File: src/rtl/pgrd_pkg.sv
package pgrd_pkg;

   // Bus width selection as seen on byte_sel.
   typedef enum logic {
      BUS_WORD = 1'b0,
      BUS_BYTE = 1'b1
   } bus_mode_e;

   // Array model: every word is a pure function of its word address.
   function automatic logic [15:0] cell_word(input logic [31:0] waddr);
      return 16'(waddr * 32'd40503 + 32'd4660);
   endfunction

endpackage

File: src/rtl/pgrd_lat_tmr.sv
// Countdown that fires one cycle-edge before it would reach zero.
// A load of L-1 taken at edge k fires at edge k+L-1.
module pgrd_lat_tmr #(
   parameter int CW = 4
) (
   input  logic          clk,
   input  logic          rst_n,
   input  logic          start,
   input  logic [CW-1:0] load,
   input  logic          abort,
   output logic          fire
);
   logic [CW-1:0] cnt_q;

   assign fire = (cnt_q == CW'(1)) && !start && !abort;

   always_ff @(posedge clk) begin
      if (!rst_n) begin
         cnt_q <= '0;
      end else if (abort) begin
         cnt_q <= '0;
      end else if (start) begin
         cnt_q <= load;
      end else if (cnt_q != '0) begin
         cnt_q <= cnt_q - CW'(1);
      end
   end
endmodule

File: src/rtl/pgrd_page_trk.sv
// Open-page register: one tag and a valid bit.
module pgrd_page_trk #(
   parameter int TAG_W = 17
) (
   input  logic             clk,
   input  logic             rst_n,
   input  logic             close,
   input  logic             open_pg,
   input  logic [TAG_W-1:0] open_tag,
   input  logic [TAG_W-1:0] probe_tag,
   output logic             hit
);
   logic             open_q;
   logic [TAG_W-1:0] tag_q;

   assign hit = open_q && (tag_q == probe_tag);

   always_ff @(posedge clk) begin
      if (!rst_n) begin
         open_q <= 1'b0;
         tag_q  <= '0;
      end else if (close) begin
         open_q <= 1'b0;
      end else if (open_pg) begin
         open_q <= 1'b1;
         tag_q  <= open_tag;
      end
   end
endmodule

File: src/rtl/pgrd_lane_sel.sv
// Word / byte formatting of one array word.
module pgrd_lane_sel #(
   parameter int DW = 16
) (
   input  logic                 byte_mode,
   input  logic                 lane_hi,
   input  logic [DW-1:0]        word_in,
   output logic [DW-1:0]        data_out
);
   localparam int NLANE = DW / 8;

   logic [7:0] lane [NLANE];
   logic [7:0] picked;

   for (genvar i = 0; i < NLANE; i++) begin : g_lane
      assign lane[i] = word_in[8*i +: 8];
   end

   assign picked = lane[lane_hi];

   always_comb begin
      if (byte_mode == pgrd_pkg::BUS_BYTE) begin
         data_out = {{(DW-8){1'b0}}, picked};
      end else begin
         data_out = word_in;
      end
   end
endmodule

File: src/rtl/pgrd_ctrl.sv
module pgrd_ctrl #(
   parameter int WAW        = 20,
   parameter int DW         = 16,
   parameter int PAGE_WORDS = 8,
   parameter int RAND_LAT   = 7,
   parameter int PAGE_LAT   = 3
) (
   input  logic           clk,
   input  logic           rst_n,
   input  logic           chip_en,
   input  logic           out_en,
   input  logic           byte_sel,
   input  logic           byte_lsb,
   input  logic [WAW-1:0] addr,
   output logic [DW-1:0]  rd_data,
   output logic           rd_valid,
   output logic           bus_hiz
);
   localparam int OFF_W = $clog2(PAGE_WORDS);
   localparam int TAG_W = WAW - OFF_W;
   localparam int CW    = $clog2(RAND_LAT + 1) + 1;

   // Elaboration-time parameter checks
   if (DW != 16) begin : g_bad_dw
      $error("pgrd_ctrl: DW must be 16 (two byte lanes)");
   end
   if (PAGE_LAT < 2 || RAND_LAT < PAGE_LAT) begin : g_bad_lat
      $error("pgrd_ctrl: need 2 <= PAGE_LAT <= RAND_LAT");
   end
   if ((1 << OFF_W) != PAGE_WORDS || OFF_W < 1) begin : g_bad_page
      $error("pgrd_ctrl: PAGE_WORDS must be a power of two above 1");
   end
   if (WAW >= 32 || WAW <= OFF_W) begin : g_bad_waw
      $error("pgrd_ctrl: WAW out of range");
   end

   // Current location under service
   logic           bus_on;
   logic           lane_eff;
   logic           loc_vld_q;
   logic [WAW-1:0] cur_addr_q;
   logic           cur_lane_q;
   logic           cur_bsel_q;
   logic           new_acc;
   logic           pg_hit;
   logic           fire;
   logic [CW-1:0]  lat_load;
   logic [DW-1:0]  fmt_word;
   logic [DW-1:0]  fmt_data;
   logic [DW-1:0]  data_q;
   logic           have_q;
   logic           valid_q;

   assign bus_on   = chip_en & out_en;
   // the lane bit counts only in byte mode
   assign lane_eff = byte_sel & byte_lsb;

   assign new_acc = bus_on &&
                    (!loc_vld_q || addr != cur_addr_q ||
                     lane_eff != cur_lane_q || byte_sel != cur_bsel_q);

   // in-page hit picks the short latency
   assign lat_load = pg_hit ? CW'(PAGE_LAT - 1) : CW'(RAND_LAT - 1);

   pgrd_page_trk #(.TAG_W(TAG_W)) u_page (
      .clk       (clk),
      .rst_n     (rst_n),
      .close     (!chip_en || (new_acc && !pg_hit)),
      .open_pg   (fire),
      .open_tag  (cur_addr_q[WAW-1:OFF_W]),
      .probe_tag (addr[WAW-1:OFF_W]),
      .hit       (pg_hit)
   );

   pgrd_lat_tmr #(.CW(CW)) u_tmr (
      .clk   (clk),
      .rst_n (rst_n),
      .start (new_acc),
      .load  (lat_load),
      .abort (!bus_on),
      .fire  (fire)
   );

   assign fmt_word = pgrd_pkg::cell_word({{(32-WAW){1'b0}}, cur_addr_q});

   pgrd_lane_sel #(.DW(DW)) u_lane (
      .byte_mode (cur_bsel_q),
      .lane_hi   (cur_lane_q),
      .word_in   (fmt_word),
      .data_out  (fmt_data)
   );

   always_ff @(posedge clk) begin
      if (!rst_n) begin
         loc_vld_q  <= 1'b0;
         cur_addr_q <= '0;
         cur_lane_q <= 1'b0;
         cur_bsel_q <= 1'b0;
         have_q     <= 1'b0;
         data_q     <= '0;
         valid_q    <= 1'b0;
      end else begin
         valid_q <= fire;
         if (!bus_on) begin
            loc_vld_q <= 1'b0;
            have_q    <= 1'b0;
         end else if (new_acc) begin
            // a new location abandons any read in flight
            loc_vld_q  <= 1'b1;
            cur_addr_q <= addr;
            cur_lane_q <= lane_eff;
            cur_bsel_q <= byte_sel;
            have_q     <= 1'b0;
         end else if (fire) begin
            have_q <= 1'b1;
            data_q <= fmt_data;
         end
      end
   end

   // bus disabled drives zero and reports high-impedance
   assign bus_hiz  = !bus_on;
   assign rd_data  = (bus_on && have_q) ? data_q : '0;
   assign rd_valid = valid_q;
endmodule

File: config.mk
export PLATFORM = sky130hd
export DESIGN_NAME = pgrd_ctrl
export DESIGN_NICKNAME = d
export VERILOG_FILES = /design/src/rtl/pgrd_pkg.sv /design/src/rtl/pgrd_lat_tmr.sv /design/src/rtl/pgrd_page_trk.sv /design/src/rtl/pgrd_lane_sel.sv /design/src/rtl/pgrd_ctrl.sv
export SDC_FILE = /design/constraint.sdc
export NUM_CORES = 1
export LEC_CHECK = 0
export BUFFER_PORTS_ARGS = -buffer_cell sky130_fd_sc_hd__buf_2
export CORE_MARGIN = 4
export CORE_UTILIZATION = 62
export DETAILED_ROUTE_END_ITERATION = 8
export PLACE_DENSITY = 0.91
export SYNTH_ARGS = -nofsm -noshare
export SYNTH_HDL_FRONTEND = slang
export SYNTH_SLANG_ARGS = --single-unit
File: constraint.sdc
create_clock -name clk -period 6.6 [get_ports clk]
set_input_delay 0.66 -clock clk [delete_from_list [all_inputs] [get_ports clk]]
set_output_delay 0.66 -clock clk [all_outputs]
set_load 0.01 [all_outputs]
==> flow_summary.yaml, run 1 <==
critical_path:
  critical_path.max_stage_delay_ns: 0.58
  critPathRequiredTime_ns: 6.87
  critPathMaxFanout: 9
  worst_r2r_path_cells: 18
  worst_setup_path_start_kind: "register"
  critical-path-top-delay-family: "adder cells"
  endpoint_kind: "register"
  critical_path.cell_chain: "inv_1, ha_1, xnor2_1, ha_1, a21o_1, ha_1, fa_1, inv_1, fa_1, fa_1, inv_1, ha_1, and3_1, and3_1, nor4_1, o21bai_1, xnor2_1, o31ai_1"
  worst_path_class_setup: "reg -> reg"
  regToRegSetupSlack_ns: 1.44
  ff_to_ff_start: "cur_addr_q[3]"
  worst_path_most_repeated_cell: "sky130_fd_sc_hd__ha_1"
  max_stage_delay_cell_worst_path: "sky130_fd_sc_hd__dfxtp_1"
  critPathBufInv: 3
  critical_path.reg2reg.endpoint: "data_q[7]"
  worst-endpoint-arrival_ns: 5.43
global_route:
  global_route.overflow_total: 0
  grt_first_pass_wirelength_mm: 22.6
  first_global_vias: 4530
  global_route.usage.total_pct: 28.1
  grt_start_max_net_pins: 46
  antenna_found_initial: 0
timing:
  final_period_minus_worst_setup_slack_ns: 5.16
  min_period_over_period_pct: 78.3
  slew-limit-headroom_pct: 48.4
  timing_worst_slew_pin_value_ns: 0.773
  fin_worst_skew_ns: 0.0115
  fin_tns_setup_ns: 0
  setup_violations_final: 0
  max_freq_mhz: 194
  grt_setup_unrepaired: "false"
  finalMaxSlewViolations: 0
  timing_hold_violations_final: 0
cts:
  clock_tree.htree_level_count: 3
  clkTransAtPathRegs_ns: 0.08
  cts.path.max_buffers: 2
  postCtsResizedCells: 0
  cts_post_setup_buffers_inserted: 0
  clock_sink_count: 63
  post_cts_hold_buffer_count: 0
  tritoncts.num_buffers: 9
  clk_latency_ns: 0.36
  tritoncts: "yes"
  clock_tree.root_cell: "sky130_fd_sc_hd__clkbuf_8"
die:
  dieArea_mm2: 0.0105
  top_level_ports: 44
  core-area_mm2: 0.00868
  chipHeight_um: 102
  std_cell_rows: 34
  die_w_um: 102
  initial_core_util_pct: 63.6
synthesis:
  xor_xnor_share_of_the_synthesized_area_pct: 12.1
  synth_cell_type_count: 47
  ys_seq_area_share_pct: 22.8
  number_of_enable_type_register_cells_in_the_synthesized_netlist: 0
  synth_commonest_cells: "sky130_fd_sc_hd__ha_1, sky130_fd_sc_hd__inv_1, sky130_fd_sc_hd__dfxtp_1"
  synth.yosys.warnings: 0
  ys.flop_type: "sky130_fd_sc_hd__dfxtp_1"
  postSynth.asyncResetShare_pct: 0
  yosys_top_cell_area_share_pct: 22.8
  synth_compound_gate_area_share_pct: 8.43
  synth.net_count: 746
  ys_ff_latch: 63
  mappedNetlistArea_mm2: 0.00552
  yosys.cell_count.top_type: "sky130_fd_sc_hd__ha_1"
  ys_top_cells_by_area: "sky130_fd_sc_hd__dfxtp_1, sky130_fd_sc_hd__ha_1, sky130_fd_sc_hd__fa_1, sky130_fd_sc_hd__xnor2_1, sky130_fd_sc_hd__inv_1"
  synth_top_area_cell: "sky130_fd_sc_hd__dfxtp_1"
  postSynthCellCount: 604
  synth_simple_gate_area_share_pct: 14.5
  synth_top_family_by_area: "adder cells"
  mean_syn_cell_area_um2: 9.14
  synth_fa_ha_area_share_pct: 32.1
  synth.area.mux_share_pct: 3.44
detailed_routing:
  drt_drc_violations_left: 0
  detailedRoute.firstIterationViolations: 383
  dr.pass1.iters: 6
  routedWlPerCell_um: 18.5
  drt_wl_total_mm: 14.0
  drtAntennaViolNets: 0
  via_count: 4525
  vias_per_cell: 5.99
final_layout:
  layout.nets: 784
  final_core_utilization_pct: 69.6
  antenna_cells: 0
  drive_above_1_share_pct: 10.7
  postLayoutCellArea_mm2: 0.00604
  layout-area-overhead-vs-synth_pct: 9.38
power:
  cellLeakagePower_nw: 2.96
  power_frac_seq_pct: 28.9
  p_sw_mw: 0.521
  power.density_cell_area_mw_per_mm2: 231
  power.share.switching_pct: 37.3
  power.ir.vdd_worst_mv: 0.158
  p_comb_share_pct: 40.0
  power.share.clock_pct: 31.1
  cellInternalPower_mw: 0.876
placement:
  postPlaceCellArea_mm2: 0.00579
  finalWeightedCongestion: 0.944
  hpwlAfterDp_mm: 10.5
  i_o_buffers: 43
worst_hold_path:
  startpoint_of_the_lowest_slack_hold_path: "u_page.tag_q[13]"
  hold_end: "u_page.tag_q[13]"
  min_path_cells: 2
  hp-class: "reg -> reg"
status:
  status: "finished clean"
job:
  timing.max_cap.violations: 0
power by group through the flow:
stage          registers (mW)  logic [mW]  clock network [mW]
2_1_floorplan           0.406       0.409                   0
3_3_place_gp            0.411       0.511                   0
3_5_place_dp            0.412       0.541                   0
4_1_cts                 0.403       0.551               0.433
5_1_grt                 0.405       0.619               0.450
6_report                0.404       0.559               0.434
cell families (layout without fill, tap and decap cells):
group / after synthesis / in the layout
buf+inv: 88 / 131
compound gates: 80 / 80
mux: 19 / 19
simple gates: 162 / 162
xor+xnor: 76 / 76
fa+ha+maj: 116 / 116
flops: 63 / 63
cell usage in the layout (no fill, tap or decap), types with 7 or more instances in the layout:
| master | instances |
|---|---|
| sky130_fd_sc_hd__a21o_1 | 7 |
| sky130_fd_sc_hd__a21oi_1 | 39 |
| sky130_fd_sc_hd__and3_1 | 19 |
| sky130_fd_sc_hd__buf_2 | 43 |
| sky130_fd_sc_hd__clkbuf_8 | 9 |
| sky130_fd_sc_hd__dfxtp_1 | 63 |
| sky130_fd_sc_hd__fa_1 | 43 |
| sky130_fd_sc_hd__ha_1 | 73 |
| sky130_fd_sc_hd__inv_1 | 69 |
| sky130_fd_sc_hd__mux2i_1 | 19 |
| sky130_fd_sc_hd__nand2_1 | 47 |
| sky130_fd_sc_hd__nand3_1 | 10 |
| sky130_fd_sc_hd__nand4_1 | 10 |
| sky130_fd_sc_hd__nor2_1 | 42 |
| sky130_fd_sc_hd__nor3_1 | 8 |
| sky130_fd_sc_hd__o21ai_0 | 15 |
| sky130_fd_sc_hd__xnor2_1 | 50 |
| sky130_fd_sc_hd__xor2_1 | 26 |
metal layers:
metal  up-vias  GRT usage (%)  part of all wire, %
li1       2092              -                    -
met1      2197           35.0                   41
met2       179           48.3                   50
met3        57           5.94                  5.5
met4         0           9.59                  3.3
met5         -              0                    0
state kept, by name (all words and copies together), names as in the netlist:
name	cells
cur_addr_q	20
u_page.tag_q	17
data_q	16
u_tmr.cnt_q	4
cur_bsel_q	1
cur_lane_q	1
have_q	1
loc_vld_q	1
rd_valid	1
u_page.open_q	1
worst reg2reg max path, delay by kind of cell, from the launching register on:
kind | cells | cell delay [ns]
fa+ha+maj | 7 | 2.68
xor+xnor | 2 | 0.31
simple gates | 3 | 0.71
flops | 1 | 0.58
compound gates | 3 | 0.49
buf+inv | 3 | 0.30
cell type report:
class	count	area [µm²]
Multi-Input combinational cell	453	3890
Fill cell	614	2640
Sequential cell	63	1260
Inverter	69	259
Timing Repair Buffer	46	238
Tap cell	108	135
Clock inverter	7	128
Clock buffer	9	124
how the worst max path moves through the flow:
| stage | start | endpoint | slack, ns | depth (start not counted) |
|---|---|---|---|---|
| 2_1_floorplan | cur_addr_q[3] | data_q[4] | 1.95 | 18 |
| 3_3_place_gp | cur_addr_q[3] | data_q[6] | 1.78 | 18 |
| 3_5_place_dp | cur_addr_q[3] | data_q[15] | 1.53 | 18 |
| 4_1_cts | cur_addr_q[3] | data_q[7] | 1.47 | 18 |
| 5_1_grt | cur_addr_q[3] | data_q[15] | 1.13 | 18 |
| 6_report | cur_addr_q[3] | data_q[7] | 1.44 | 18 |
metrics by stage:
stage	setup slack (ns)	total power, mW	cells	hold slack, ns
6_report	1.44	1.40	755	0.471
5_1_grt	1.13	1.47	755	0.484
4_1_cts	1.47	1.39	755	0.469
3_5_place_dp	1.53	0.953	739	0.458
3_3_place_gp	1.78	0.922	739	0.451
2_1_floorplan	1.95	0.815	604	0.435
Power figures use the tool's default switching activity.
==> inputs of run 2 (changes only) <==
clock period = 5 ns   (was 6.6 ns; I/O delays follow)
==> flow_summary.yaml, run 2 (synthesized netlist as in run 1, its figures left out) <==
power:
  power.ir.vdd_worst_mv: 0.163
  finalPower_mw: 1.77
  power.density_cell_area_mw_per_mm2: 291
  cellLeakagePower_nw: 2.99
cts:
  clk_latency_ns: 0.36
  cts.path.max_buffers: 2
  tritoncts.num_buffers: 9
  clock_tree.htree_level_count: 3
  clock_tree.root_cell: "sky130_fd_sc_hd__clkbuf_8"
  post_cts_hold_buffer_count: 0
  clkTransAtPathRegs_ns: 0.08
  tritoncts: "yes"
  clock_sink_count: 63
critical_path:
  critPathBufInv: 1
  worst_path_class_setup: "reg -> reg"
  cp-endpoint: "data_q[7]"
  critical_path.max_stage_delay_ns: 0.56
  critPathRequiredTime_ns: 5.27
  critical_path.cell_chain: "ha_1, ha_1, a21o_1, fa_1, inv_1, fa_1, fa_1, fa_1, xor2_1, xnor2_1, xnor2_1, xnor2_1, xnor2_1, xnor2_1, o31ai_1"
  path_depth: 15
  worst_r2r_path_cells: 15
  ff_to_ff_start: "cur_addr_q[1]"
  regToRegSetupSlack_ns: 0.22
  endpoint_kind: "register"
  critPathMaxFanout: 4
  critical-path-top-delay-family: "adder cells"
  critical_path.reg2reg.endpoint: "data_q[7]"
  worst_setup_path_start_kind: "register"
  worst_path_most_repeated_cell: "sky130_fd_sc_hd__xnor2_1"
  worst-endpoint-arrival_ns: 5.05
  max_stage_delay_cell_worst_path: "sky130_fd_sc_hd__fa_1"
  crit_path_start: "cur_addr_q[1]"
detailed_routing:
  drt_drc_violations_left: 0
  via_count: 4531
  vias_per_cell: 5.92
  dr.pass1.iters: 4
  routedWlPerCell_um: 18.3
  drtAntennaViolNets: 0
  drt_wl_total_mm: 14.1
  detailedRoute.firstIterationViolations: 329
die:
  std_cell_rows: 34
  dieArea_mm2: 0.0105
  top_level_ports: 44
  initial_core_util_pct: 63.6
  core-area_mm2: 0.00868
  die_w_um: 102
  chipHeight_um: 102
job:
  timing.max_cap.violations: 0
timing:
  timing_worst_slew_pin_value_ns: 0.825
  fin_tns_setup_ns: 0
  slew-limit-headroom_pct: 44.9
  finalWorstSetupSlack_ns: 0.218
  max_freq_mhz: 209
  finalMaxSlewViolations: 0
  final.hold.worst_slack_ns: 0.402
  fin_worst_skew_ns: 0.00796
  timing_hold_violations_final: 0
  min_period_over_period_pct: 95.6
  final_period_minus_worst_setup_slack_ns: 4.78
  setup_violations_final: 0
placement:
  finalWeightedCongestion: 0.941
  dp_worst_setup_slack_ns: 0.118
  i_o_buffers: 43
  place.detailed.instances: 750
  hpwlAfterDp_mm: 10.4
final_layout:
  instances_no_fill: 766
  layout-area-overhead-vs-synth_pct: 10.4
  largestRegisters: "cur_addr_q: 20 flops, u_page.tag_q: 17 flops, data_q: 16 flops"
  largest_register_ff_count: 20
  layout.cells.most_common: "sky130_fd_sc_hd__ha_1"
  layout.nets: 795
  drive_above_1_share_pct: 13.4
  registers.top_by_ff_count: "cur_addr_q"
  antenna_cells: 0
  layout.cells.most_common_list: "sky130_fd_sc_hd__ha_1, sky130_fd_sc_hd__inv_1, sky130_fd_sc_hd__dfxtp_1"
status:
  status: "finished clean"
global_route:
  grt_start_max_net_pins: 50
  antenna_found_initial: 0
  grt_first_pass_wirelength_mm: 22.4
  first_global_vias: 4504
  global_route.usage.total_pct: 27.6
  global_route.overflow_total: 0
worst_hold_path:
  min_path_cells: 2
  startpoint_of_the_lowest_slack_hold_path: "chip_en"
  hp-class: "in -> reg"
-- run 2: power by group --
part	leakage [nW]	internal, mW	switching [mW]
Clock	0.0956	0.231	0.226
Combinational	2.38	0.326	0.466
Sequential	0.512	0.511	0.0129
-- run 2: cell type report --
cell class              instances  area (µm²)
repair buffers                 57         320
multi-input cells             453        3920
well taps                     108         135
inverters                      69         259
fillers                       604        2580
clock buffers                   9         124
clock inverters                 7        72.6
flip-flops and latches         63        1260
-- run 2: per-layer routing --
| layer | share of wire [%] | vias up | track usage [%] |
|---|---|---|---|
| li1 | - | 2110 | - |
| met1 | 39 | 2164 | 34.4 |
| met2 | 49 | 207 | 47.1 |
| met3 | 7.3 | 50 | 4.85 |
| met4 | 4.2 | 0 | 11.7 |
| met5 | 0 | - | 0 |
-- run 2: through the flow --
step,utilization [%],cell area [µm²]
6_report,70.2,6090
5_1_grt,70.2,6090
4_1_cts,69.9,6070
3_3_place_gp,67.6,5870
3_5_place_dp,67.6,5870
2_1_floorplan,-,5520
-- run 2: timing repair --
item | in CTS | in global routing
resized for setup | 0 | 10
buffers inserted | 0 | 0
setup endpoints to repair | 0 | 7
-- run 2: how the worst min path moves through the flow --
stage,endpoint,slack [ns]
after floorplan,data_q[12],0.44
after global placement,u_page.tag_q[16],0.45
after detailed placement,u_page.tag_q[8],0.46
after CTS,u_page.open_q,0.40
after global routing,u_page.open_q,0.39
final,u_page.open_q,0.40
==> inputs of run 3 (changes only) <==
RECOVER_POWER = 100   (was unset)
==> flow_summary.yaml, run 3 (synthesized netlist as in run 1, its figures left out) <==
cts:
  clk_latency_ns: 0.35
  cts.path.max_buffers: 2
  clock_tree.htree_level_count: 3
  clock_tree.root_cell: "sky130_fd_sc_hd__clkbuf_8"
  clock_sink_count: 63
  tritoncts: "yes"
  clkTransAtPathRegs_ns: 0.08
  tritoncts.num_buffers: 9
final_layout:
  layout-area-overhead-vs-synth_pct: 9.52
  largestRegisters: "cur_addr_q: 20 flops, u_page.tag_q: 17 flops, data_q: 16 flops"
  layout.cells.most_common: "sky130_fd_sc_hd__ha_1"
  antenna_cells: 0
  drive_above_1_share_pct: 10.2
  largest_register_ff_count: 20
  layout.cells.most_common_list: "sky130_fd_sc_hd__ha_1, sky130_fd_sc_hd__inv_1, sky130_fd_sc_hd__dfxtp_1"
  instances_no_fill: 766
  registers.top_by_ff_count: "cur_addr_q"
  fillCellCount: 622
  layout.nets: 795
placement:
  dp_worst_setup_slack_ns: 0.118
  i_o_buffers: 43
  place.detailed.instances: 750
  finalWeightedCongestion: 0.941
  hpwlAfterDp_mm: 10.4
power:
  cellInternalPower_mw: 1.07
  cellLeakagePower_nw: 2.88
  power.share.clock_pct: 25.7
  power.share.switching_pct: 39.7
  power_frac_seq_pct: 29.6
  power.ir.vdd_worst_mv: 0.162
  p_comb_share_pct: 44.7
  p_sw_mw: 0.703
  power.density_cell_area_mw_per_mm2: 293
die:
  die_w_um: 102
  core-area_mm2: 0.00868
  std_cell_rows: 34
  dieArea_mm2: 0.0105
  top_level_ports: 44
  chipHeight_um: 102
  initial_core_util_pct: 63.6
status:
  status: "finished clean"
timing:
  finalMaxSlewViolations: 0
  slew-limit-headroom_pct: 2.24
  max_freq_mhz: 209
  fin_tns_setup_ns: 0
  finalWorstSetupSlack_ns: 0.208
  timing_hold_violations_final: 0
  min_period_over_period_pct: 95.8
  final_period_minus_worst_setup_slack_ns: 4.79
  timing_worst_slew_pin_value_ns: 1.47
  final.hold.worst_slack_ns: 0.408
  fin_worst_skew_ns: 0.00831
  setup_violations_final: 0
detailed_routing:
  drtAntennaViolNets: 0
  drt_drc_violations_left: 0
  routedWlPerCell_um: 18.4
  via_count: 4545
  dr.pass1.iters: 5
  vias_per_cell: 5.93
  detailedRoute.firstIterationViolations: 305
  drt_wl_total_mm: 14.1
global_route:
  global_route.overflow_total: 0
  antenna_found_initial: 0
  grt_first_pass_wirelength_mm: 22.4
  grt_start_max_net_pins: 50
  global_route.usage.total_pct: 27.6
  first_global_vias: 4504
critical_path:
  worst_setup_path_start_kind: "register"
  worst-endpoint-arrival_ns: 5.06
  endpoint_kind: "register"
  worst_path_class_setup: "reg -> reg"
  critPathMaxFanout: 4
  critPathRequiredTime_ns: 5.26
worst_hold_path:
  hp-class: "in -> reg"
job:
  timing.max_cap.violations: 0
[run 3: critical path, stage by stage, from the launching register on]
cell and delay, ns:
sky130_fd_sc_hd__dfxtp_1 0.48, sky130_fd_sc_hd__ha_1 0.39, sky130_fd_sc_hd__ha_1 0.32, sky130_fd_sc_hd__a21o_1 0.20, sky130_fd_sc_hd__fa_1 0.48, sky130_fd_sc_hd__inv_1 0.06, sky130_fd_sc_hd__fa_1 0.56, sky130_fd_sc_hd__fa_1 0.43
sky130_fd_sc_hd__fa_1 0.38, sky130_fd_sc_hd__xor2_1 0.21, sky130_fd_sc_hd__xnor2_1 0.16, sky130_fd_sc_hd__xnor2_1 0.16, sky130_fd_sc_hd__xnor2_1 0.12, sky130_fd_sc_hd__xnor2_1 0.30, sky130_fd_sc_hd__xnor2_1 0.17, sky130_fd_sc_hd__o31ai_1 0.27
[run 3: power groups by stage]
stage | Clock [mW] | Sequential (mW) | Combinational (mW)
after floorplan | 0 | 0.536 | 0.540
after global placement | 0 | 0.533 | 0.696
after detailed placement | 0 | 0.534 | 0.732
after CTS | 0.454 | 0.523 | 0.766
after global routing | 0.472 | 0.525 | 0.878
final | 0.454 | 0.524 | 0.791
[run 3: final timing paths]
kind | start | to | slack, ns | cells after the start
worst max-delay path | cur_addr_q[1] | data_q[7] | 0.21 | 15
worst min-delay path | chip_en | u_page.open_q | 0.41 | 2
worst max register to register | cur_addr_q[1] | data_q[7] | 0.21 | 15
worst min register to register | u_page.tag_q[5] | u_page.tag_q[5] | 0.47 | 2
[run 3: through the flow]
stage	power, mW	area [µm²]	util [%]
detailed placement	1.27	5870	67.6
CTS	1.74	6070	69.9
global placement	1.23	5870	67.6
finish	1.77	6050	69.7
global route	1.87	6050	69.7
floorplan	1.08	5520	-
[run 3: final cells by class]
class / count / area (µm²) / share of cell area, %
flip-flops and latches: 63 / 1260 / 20.9
clock buffers: 9 / 124 / 2.05
multi-input cells: 453 / 3900 / 64.5
inverters: 69 / 259 / 4.28
well taps: 108 / 135 / 2.23
repair buffers: 57 / 290 / 4.80
clock inverters: 7 / 72.6 / 1.20
[run 3: repair_timing]
action / 4_1_cts / 5_1_grt
endpoints found under the setup margin: 0 / 7
hold buffers: 0 / 0
setup buffers: 0 / 0
resized for setup: 0 / 10
[run 3: layer usage]
layer  track usage (%)  vias to the layer above  part of all wire (%)  routed length (µm)
li1                  -                     2111                     -                   -
met1              34.4                     2143                    39                5510
met2              47.1                      242                    50                7020
met3              4.85                       49                   7.4                1040
met4              11.7                        0                   3.7                 527
met5                 0                        -                     0                   0
